[config.mk]
export PLATFORM = sky130hd
export DESIGN_NAME = spi_regfile_slave
export DESIGN_NICKNAME = d
export VERILOG_FILES = /design/src/rtl/spi_rf_pkg.sv /design/src/rtl/spi_rf_ctrl.sv /design/src/rtl/spi_rf_datapath.sv /design/src/rtl/spi_regfile_slave.sv
export SDC_FILE = /design/constraint.sdc
export NUM_CORES = 1
export LEC_CHECK = 0
export BUFFER_PORTS_ARGS = -buffer_cell sky130_fd_sc_hd__buf_2
export CAP_MARGIN = 0
export CORE_MARGIN = 2
export CORE_UTILIZATION = 55
export DETAILED_ROUTE_END_ITERATION = 10
export PLACE_DENSITY = 0.71
export SETUP_SLACK_MARGIN = 0.2
export SYNTH_ARGS = -nofsm -noshare
export SYNTH_HDL_FRONTEND = slang
export SYNTH_SLANG_ARGS = --single-unit
[constraint.sdc]
create_clock -name clk -period 4.45 [get_ports clk]
set_input_delay 0.6675 -clock clk [delete_from_list [all_inputs] [get_ports clk]]
set_output_delay 0.6675 -clock clk [all_outputs]
set_load 0.01 [all_outputs]
[src/rtl/spi_rf_pkg.sv]
package spi_rf_pkg;

  // Per-cycle strobes from control to datapath
  typedef struct packed {
    logic clear;    // frame inactive
    logic shiftIn;  // capture one MOSI bit
    logic rxBit;    // synchronised MOSI value
    logic setAddr;  // command byte complete: take start address
    logic incAddr;  // data byte complete: step address
    logic wrReg;    // store received data byte
    logic loadTx;   // fetch register into transmit shifter
    logic shiftTx;  // advance transmit shifter
  } rfStrobe_t;

endpackage

[src/rtl/spi_rf_ctrl.sv]
module spi_rf_ctrl
  import spi_rf_pkg::*;
#(
  parameter int DATA_W      = 8,
  parameter int SYNC_STAGES = 2
) (
  input  logic      clk,
  input  logic      rstN,
  input  logic      sclk,
  input  logic      csN,
  input  logic      mosi,
  input  logic      cmdIsRead,
  output rfStrobe_t strobe
);

  localparam int CNT_W = $clog2(DATA_W);
  localparam logic [CNT_W-1:0] LAST_BIT = CNT_W'(DATA_W - 1);

  typedef enum logic [1:0] {PH_CMD, PH_WRITE, PH_READ} phase_t;

  logic [SYNC_STAGES-1:0] sclkSync, csSync, mosiSync;
  logic                   sclkPrev;
  logic [CNT_W-1:0]       bitCnt;
  phase_t                 phase;

  always_ff @(posedge clk or negedge rstN) begin
    if (!rstN) begin
      sclkSync <= '0;
      csSync   <= '1;
      mosiSync <= '0;
      sclkPrev <= 1'b0;
    end else begin
      sclkSync <= {sclkSync[SYNC_STAGES-2:0], sclk};
      csSync   <= {csSync[SYNC_STAGES-2:0], csN};
      mosiSync <= {mosiSync[SYNC_STAGES-2:0], mosi};
      sclkPrev <= sclkSync[SYNC_STAGES-1];
    end
  end

  logic sclkNow, sclkRise, sclkFall, active, lastBit;
  assign sclkNow  = sclkSync[SYNC_STAGES-1];
  assign sclkRise = sclkNow & ~sclkPrev;
  assign sclkFall = ~sclkNow & sclkPrev;
  assign active   = ~csSync[SYNC_STAGES-1];
  assign lastBit  = (bitCnt == LAST_BIT);

  always_comb begin
    strobe       = '0;
    strobe.clear = ~active;
    strobe.rxBit = mosiSync[SYNC_STAGES-1];
    if (active && sclkRise) begin
      strobe.shiftIn = 1'b1;
      if (lastBit) begin
        unique case (phase)
          PH_CMD: begin
            strobe.setAddr = 1'b1;
            strobe.loadTx  = cmdIsRead;
          end
          PH_WRITE: begin
            strobe.wrReg   = 1'b1;
            strobe.incAddr = 1'b1;
          end
          default: begin
            strobe.incAddr = 1'b1;
            strobe.loadTx  = 1'b1;
          end
        endcase
      end
    end
    // first falling edge after a byte boundary keeps the fresh MSB on MISO
    if (active && sclkFall && bitCnt != '0) strobe.shiftTx = 1'b1;
  end

  always_ff @(posedge clk or negedge rstN) begin
    if (!rstN) begin
      bitCnt <= '0;
      phase  <= PH_CMD;
    end else if (!active) begin
      bitCnt <= '0;          // partial byte dropped
      phase  <= PH_CMD;
    end else if (sclkRise) begin
      bitCnt <= lastBit ? '0 : bitCnt + CNT_W'(1);
      if (lastBit && phase == PH_CMD)
        phase <= cmdIsRead ? PH_READ : PH_WRITE;
    end
  end


  cmd_sets_phase_chk: assert property (@(posedge clk) disable iff (!rstN)
    strobe.setAddr |=> phase != PH_CMD);


  idle_resets_phase_chk: assert property (@(posedge clk) disable iff (!rstN)
    strobe.clear |=> (phase == PH_CMD && bitCnt == '0));

endmodule

[src/rtl/spi_rf_datapath.sv]
module spi_rf_datapath
  import spi_rf_pkg::*;
#(
  parameter int ADDR_W = 6,
  parameter int DATA_W = 8
) (
  input  logic              clk,
  input  logic              rstN,
  input  rfStrobe_t         strobe,
  input  logic [ADDR_W-1:0] locAddr,
  output logic [DATA_W-1:0] locData,
  output logic              cmdIsRead,
  output logic              miso
);

  localparam int DEPTH = 1 << ADDR_W;

  logic [DATA_W-1:0] rxShift, txShift, fullByte;
  logic [ADDR_W-1:0] addr, cmdAddr, fetchAddr;
  logic [DATA_W-1:0] regFile [DEPTH];

  assign fullByte  = {rxShift[DATA_W-2:0], strobe.rxBit};
  assign cmdIsRead = rxShift[DATA_W-2];          // becomes bit 7 of full byte
  assign cmdAddr   = fullByte[ADDR_W-1:0];       // bit 6 unused
  assign fetchAddr = strobe.setAddr ? cmdAddr : addr + ADDR_W'(1);

  always_ff @(posedge clk or negedge rstN) begin
    if (!rstN) begin
      rxShift <= '0;
      addr    <= '0;
    end else begin
      if (strobe.shiftIn) rxShift <= fullByte;
      if (strobe.setAddr) addr <= cmdAddr;
      else if (strobe.incAddr) addr <= addr + ADDR_W'(1);   // wraps
    end
  end

  genvar g;
  generate
    for (g = 0; g < DEPTH; g++) begin : gen_reg
      always_ff @(posedge clk or negedge rstN) begin
        if (!rstN) regFile[g] <= '0;
        else if (strobe.wrReg && addr == ADDR_W'(g)) regFile[g] <= fullByte;
      end
    end
  endgenerate

  always_ff @(posedge clk or negedge rstN) begin
    if (!rstN)               txShift <= '0;
    else if (strobe.clear)   txShift <= '0;
    else if (strobe.loadTx)  txShift <= regFile[fetchAddr];
    else if (strobe.shiftTx) txShift <= {txShift[DATA_W-2:0], 1'b0};
  end

  assign miso    = ~strobe.clear & txShift[DATA_W-1];
  assign locData = regFile[locAddr];


  write_lands_chk: assert property (@(posedge clk) disable iff (!rstN)
    strobe.wrReg |=> regFile[$past(addr)] == $past(fullByte));


  addr_step_chk: assert property (@(posedge clk) disable iff (!rstN)
    (strobe.incAddr && !strobe.setAddr) |=> addr == $past(addr) + ADDR_W'(1));


  start_addr_chk: assert property (@(posedge clk) disable iff (!rstN)
    strobe.setAddr |=> addr == $past(fullByte[ADDR_W-1:0]));


  idle_tx_clear_chk: assert property (@(posedge clk) disable iff (!rstN)
    strobe.clear |=> txShift == '0);

endmodule

[src/rtl/spi_regfile_slave.sv]
module spi_regfile_slave
  import spi_rf_pkg::*;
#(
  parameter int ADDR_W      = 6,
  parameter int DATA_W      = 8,
  parameter int SYNC_STAGES = 2
) (
  input  logic              clk,
  input  logic              rstN,
  input  logic              sclk,
  input  logic              csN,
  input  logic              mosi,
  output logic              miso,
  input  logic [ADDR_W-1:0] locAddr,
  output logic [DATA_W-1:0] locData
);

  rfStrobe_t strobe;
  logic      cmdIsRead;

  spi_rf_ctrl #(.DATA_W(DATA_W), .SYNC_STAGES(SYNC_STAGES)) ctrl_i (
    .clk(clk), .rstN(rstN), .sclk(sclk), .csN(csN), .mosi(mosi),
    .cmdIsRead(cmdIsRead), .strobe(strobe)
  );

  spi_rf_datapath #(.ADDR_W(ADDR_W), .DATA_W(DATA_W)) dp_i (
    .clk(clk), .rstN(rstN), .strobe(strobe), .locAddr(locAddr),
    .locData(locData), .cmdIsRead(cmdIsRead), .miso(miso)
  );

endmodule

==> flow_summary.yaml, run 1 <==
grt:
  globalRouteMet1Util_pct: 47.2
  globalRoute.busiestLayer: "met2"
  met3_global_route_usage_pct: 7.89
  antenna_found_initial: 2
  grtUsageMet2_pct: 49.8
  grt_first_pass_wirelength_um: 140000
  grt_overflow_total: 0
  grt_pass1_vias: 21300
  globalRouteTotalUtil_pct: 33.4
  maximum_number_of_pins_on_one_net_before_global_route_repair: 111
power_and_ir_drop:
  power-per-cell-area_nw_per_um2: 336
  worst_ir_drop_vdd_v: 0.000360
  power_after_layout_mw: 10.9
  leakagePower_nw: 14.2
routing:
  drc_violation_count_after_routing: 0
  viasPerCell: 7.11
  routed-via-count: 21200
  routedWlPerCell_um: 30.8
  drt_pass_1_iters: 8
  detail_route.wirelength_um: 91600
  detailedRoute.firstIterationViolations: 2669
  ant_nets: 0
timing:
  final-max-slew-violation-count: 0
  final.hold.worst_slack_ps: 158
  worst_slew_pin_slew_ps: 1310
  fin_ws_ps: 412
  post-route-period-util_pct: 90.7
  maxSlewHeadroom_pct: 12.5
  rsz0062_at_grt: "false"
  finalHoldViolCount: 0
  fmaxAchievable_mhz: 248
  clock_skew_ps: 48.9
  setup_viol: 0
  layout_min_cycle_time_ps: 4040
  accumulated_negative_setup_slack_ps: 0
yosys:
  post_synth_inst_count: 2257
  yosysWarningCount: 0
  synth_seq_cells: 545
  most_instantiated_library_cell_after_synthesis: "dfrtp_1"
  yosysTopAreaCell: "dfrtp_1"
  synth_seq_area_share_pct: 46.4
  synth_common_cells: "543 x dfrtp_1, 512 x mux2_2, 291 x nand2_1"
  count_of_flip_flops_with_a_built_in_enable_after_synthesis: 0
  avgSynthCellArea_um2: 13.0
  post_synth_num_cell_types: 66
  synth.area.top_cells: "dfrtp_1 46%, mux2_2 20%, mux4_2 14%, mux2i_1 3.8%, nand2_1 3.7%"
  synth.net_count: 2275
  synth-async-reset-ratio_pct: 100
  post_synth_design_cell_area_um2: 29400
  dominant_synthesized_flop_cell: "dfrtp_1"
  post-synth-top-area-fraction_pct: 46.2
layout:
  syn2layout_area_growth_pct: 10.7
  finalNetCount: 2259
  drive_gt1_share_pct: 42.1
  postLayoutCoreUtil_pct: 61.8
  antenna_cells_inserted: 0
  instances_no_fill: 2976
  final_cell_area_um2: 32500
floorplan:
  die_x_um: 235
  effective_utilization_at_floorplan_pct: 55.8
  core_area_um2: 52700
  rows: 84
  dieHeight_um: 235
  die_footprint_um2: 55300
  pin_count: 20
setup_path:
  crit_path_max_fanout: 27
  worst_ep_required_ps: 4930
  arrival_ps: 4520
  startpoint_type: "flop"
  worstSetupEndpointType: "flop"
  crit_path_category: "reg -> reg"
clock_tree:
  clk_pin_slew_ps: 60
  clock_sink_count: 545
  cts.path.max_buffers: 3
  cts_hold_buf: 0
  clock-root-buffer: "clkbuf_16"
  postCtsResizedCells: 0
  tritoncts: "built"
  postCtsSetupBuffers: 0
  tritoncts.num_buffers: 58
  clock_tree.htree_level_count: 2
  clk_latency_ps: 650
placement:
  post-dp-hpwl_um: 59900
  place.port_buffers: 19
  gpl.final_weighted_congestion: 0.930
  post_dp_cell_area_um2: 30400
  placement.setup.worst_slack_ps: 595
  placed_cells_incl_taps: 2869
status:
  status: "complete, no violations"
flow_run:
  max_cap_violations: 0
min_path:
  min_path_type: "in -> async"
routing by layer:
| layer | part of all wire [%] | wire (um) |
|---|---|---|
| met4 | 4.7 | 4330 |
| met1 | 39 | 36000 |
| met5 | 0.024 | 22 |
| met3 | 11 | 10100 |
| met2 | 45 | 41200 |
logic make-up (layout without fill, tap and decap cells):
group | after synthesis | after routing | share of synthesized area (%)
simple gates | 516 | 516 | 7.99
xor+xnor | 3 | 3 | 0.0894
flops | 545 | 545 | 46.4
compound gates | 203 | 203 | 5.32
mux | 802 | 802 | 37.1
buf+inv | 181 | 212 | 2.78
fa+ha+maj | 7 | 7 | 0.298
cell type report:
class | instances | area, um2
sequential | 545 | 13700
clock inverter | 27 | 444
tap | 688 | 861
multi-input combinational | 1531 | 15000
timing repair buffer | 97 | 918
clock buffer | 80 | 1630
fill | 3965 | 20100
inverter | 8 | 30.0
where the power goes:
| part | switching [mW] | total [mW] | internal (mW) |
|---|---|---|---|
| clock network | 2.07 | 5.27 | 3.20 |
| logic | 0.492 | 0.620 | 0.128 |
| registers | 0.0563 | 5.03 | 4.98 |
placed cells by master (no fill, tap or decap), drive strengths merged, types with 6 or more instances in the layout:
cell,count
a21oi,9
a221oi,15
a22oi,7
a31oi,32
a32oi,68
and2,6
and3,18
and4,6
buf,96
bufinv,11
clkbuf,81
clkinv,13
dfrtp,543
ha,7
inv,9
mux2,512
mux2i,111
mux4,179
nand2,293
nand3,54
nor2,105
nor2b,6
o21ai,25
o221ai,7
path summary, 6_finish.rpt:
| kind | to | start | cells after the start | slack (ps) |
|---|---|---|---|---|
| hold / removal | ctrl_i.sclkSync[0] | rstN | 1 | 160 |
| max in group asynchronous | dp_i.regFile[78] | rstN | 2 | 3150 |
| setup / recovery | dp_i.txShift[2] | ctrl_i.bitCnt[0] | 11 | 410 |
| hold reg to reg | ctrl_i.mosiSync[1] | ctrl_i.mosiSync[0] | 0 | 360 |
| setup reg to reg | dp_i.txShift[2] | ctrl_i.bitCnt[0] | 11 | 410 |
| min in group clk | ctrl_i.csSync[0] | csN | 1 | 160 |
critical path, cell delays in order, from the launching register on:
cell     delay, ps
dfrtp_1        380
ha_1           160
ha_1           260
nor3b_2        420
a21oi_1        210
or2_4          470
nor2_4         960
buf_4          380
a32oi_1         80
a22oi_1        300
and4_1         230
a31oi_1         40
flip-flops by register name, indices dropped and copies added, names as in the netlist:
| name | cells |
|---|---|
| ctrl_i.bitCnt | 3 |
| ctrl_i.csSync | 2 |
| ctrl_i.mosiSync | 2 |
| ctrl_i.phase | 2 |
| ctrl_i.sclkPrev | 1 |
| ctrl_i.sclkSync | 2 |
| dp_i.addr | 6 |
| dp_i.regFile | 512 |
| dp_i.rxShift | 7 |
| dp_i.txShift | 8 |
(Power assumes the default switching activity.)
==> run 2, diff against run 1 <==
--- a/config.mk
+++ b/config.mk
@@ -10,7 +10,7 @@
 export CORE_MARGIN = 2
 export CORE_UTILIZATION = 55
 export DETAILED_ROUTE_END_ITERATION = 10
-export PLACE_DENSITY = 0.71
+export PLACE_DENSITY = 0.76
 export SETUP_SLACK_MARGIN = 0.2
 export SYNTH_ARGS = -nofsm -noshare
 export SYNTH_HDL_FRONTEND = slang
==> constraint.sdc (replaced) <==
create_clock -name clk -period 4.2 [get_ports clk]
set_input_delay 0.63 -clock clk [delete_from_list [all_inputs] [get_ports clk]]
set_output_delay 0.63 -clock clk [all_outputs]
set_load 0.01 [all_outputs]
==> run 2 against run 1 <==
Combinational power hardly changed; die area stayed put; clock-buffer cell count is 7 higher; first-iteration DRC count is 2.5% higher; non-clock buffer count is 8 higher; maximum frequency is 5.3% higher; setup slack worse by 48 ps.
==> flow_summary.yaml, run 2 (synthesis results as in run 1) <==
timing:
  finalHoldViolCount: 0
  worst_slew_pin_slew_ps: 1290
  fmaxAchievable_mhz: 261
  setup_viol: 0
  final-max-slew-violation-count: 0
  fin_ws_ps: 363
  layout_min_cycle_time_ps: 3840
  post-route-period-util_pct: 91.3
  accumulated_negative_setup_slack_ps: 0
  clock_skew_ps: 15.8
  maxSlewHeadroom_pct: 14.3
  rsz0062_at_grt: "false"
floorplan:
  die_x_um: 235
  rows: 84
  pin_count: 20
  effective_utilization_at_floorplan_pct: 55.8
  die_footprint_um2: 55300
  dieHeight_um: 235
  core_area_um2: 52700
setup_path:
  arrival_ps: 4320
  worstSetupEndpointType: "flop"
  critPathMaxStageDelay_ps: 540
  critPathTopFamily: "simple AND/OR/NAND/NOR gates"
  rr_startpoint: "ctrl_i.bitCnt[0]"
  startpoint: "ctrl_i.bitCnt[0]"
  startpoint_type: "flop"
  critPathSlowestCell: "or3b_2"
  critical_path.cell_chain: "ha_1 > ha_1 > or3b_2 > nor3_1 > nor2_2 > nor2_4 > buf_4 > a32oi_1 > and3_1 > o221ai_1 > a31oi_1"
  crit_buf_inv: 1
  crit_path_category: "reg -> reg"
  worst_ep_required_ps: 4680
  most_frequent_cell_on_the_critical_path: "ha_1"
  crit_path_max_fanout: 10
grt:
  globalRouteTotalUtil_pct: 32.8
  grt_first_pass_wirelength_um: 137000
  maximum_number_of_pins_on_one_net_before_global_route_repair: 99
  grt_pass1_vias: 21400
  antenna_found_initial: 5
  grt_overflow_total: 0
layout:
  ff_latch_area_um2: 13700
  layout_commonest_cell: "dfrtp_1"
  layout.filler_cells: 3894
  drive_gt1_share_pct: 42.1
  multi_input_comb_area_um2: 15000
  largest_register_ff_count: 512
  top_flop_regs: "dp_i.regFile: 512 flops, dp_i.txShift: 8 flops, dp_i.rxShift: 7 flops"
  layout.cells.most_common_list: "535 x dfrtp_1, 512 x mux2_2, 291 x nand2_1"
  reg_with_most_ffs: "dp_i.regFile"
  finalNetCount: 2267
  syn2layout_area_growth_pct: 10.5
routing:
  drc_violation_count_after_routing: 0
  detail_route.wirelength_um: 90600
  drt_pass_1_iters: 6
  routedWlPerCell_um: 30.3
  detailedRoute.firstIterationViolations: 2737
  routed-via-count: 21200
  ant_nets: 0
  viasPerCell: 7.10
status:
  status: "complete, no violations"
power_and_ir_drop:
  leakagePower_nw: 14.1
  worst_ir_drop_vdd_v: 0.000351
  power-per-cell-area_nw_per_um2: 345
placement:
  place.port_buffers: 19
  gpl.final_weighted_congestion: 0.978
  placement.setup.worst_slack_ps: 460
  post-dp-hpwl_um: 58300
clock_tree:
  clk_latency_ps: 630
  clock-root-buffer: "clkbuf_16"
  clk_pin_slew_ps: 60
  postCtsResizedCells: 0
  tritoncts.num_buffers: 57
  clock_sink_count: 545
  cts.path.max_buffers: 3
  tritoncts: "built"
  clock_tree.htree_level_count: 2
min_path:
  min_path_type: "in -> async"
flow_run:
  max_cap_violations: 0
run 2: cell count changes in the layout (fill, tap and decap cells not counted), sizes merged:
cell / delta
diode: +3
clkinvlp: +1
nor2: +1
clkinv: -2
buf: +8
clkbuf: +7
bufinv: -6
run 2: routing by layer:
metal | GRT usage [%] | up-vias | wire length [um]
met5 | 0 | - | 27
met4 | 17.1 | 4 | 5070
met3 | 9.16 | 341 | 10600
met2 | 49.2 | 1414 | 41100
met1 | 43.8 | 11000 | 33800
li1 | - | 8491 | -
run 2: area by class of cell:
class | count | area share, %
Tap cell | 688 | 2.65
Timing Repair Buffer | 105 | 3.17
Clock inverter | 20 | 0.809
Sequential cell | 545 | 42.0
Inverter | 8 | 0.0924
Antenna cell | 3 | 0.0231
Clock buffer | 87 | 5.11
Multi-Input combinational cell | 1532 | 46.1
run 2: repair_timing:
item,CTS,global route
setup endpoints to repair,0,1
buffers inserted,0,0
hold buffers,0,0
run 2: report_power, final:
group	internal (mW)	switching, mW	leakage [nW]	total, mW
registers	5.27	0.0881	7.58	5.36
clock network	3.03	2.19	0.935	5.22
logic	0.137	0.486	5.62	0.623
total	8.44	2.76	14.1	11.2
run 2: final timing paths:
kind	endpoint	slack, ps	cells after the start
min in group clk	ctrl_i.csSync[0]	100	1
worst max register to register	dp_i.txShift[4]	360	11
max in group asynchronous	dp_i.regFile[303]	3050	2
worst max-delay path	dp_i.txShift[4]	360	11
worst min register to register	ctrl_i.sclkSync[1]	350	0
worst min-delay path	dp_i.regFile[498]	50	1
run 2: per-stage QoR:
stage	std cells	utilization [%]	cell area, um2	power (mW)	hold slack, ps
floorplan	2257	-	29400	5.74	331
global placement	2877	58.0	30600	6.05	341
detailed placement	2877	58.0	30600	6.07	344
CTS	2984	61.7	32500	11.2	86.2
global route	2985	61.7	32500	11.5	93.2
finish	2988	61.7	32500	11.2	51.5
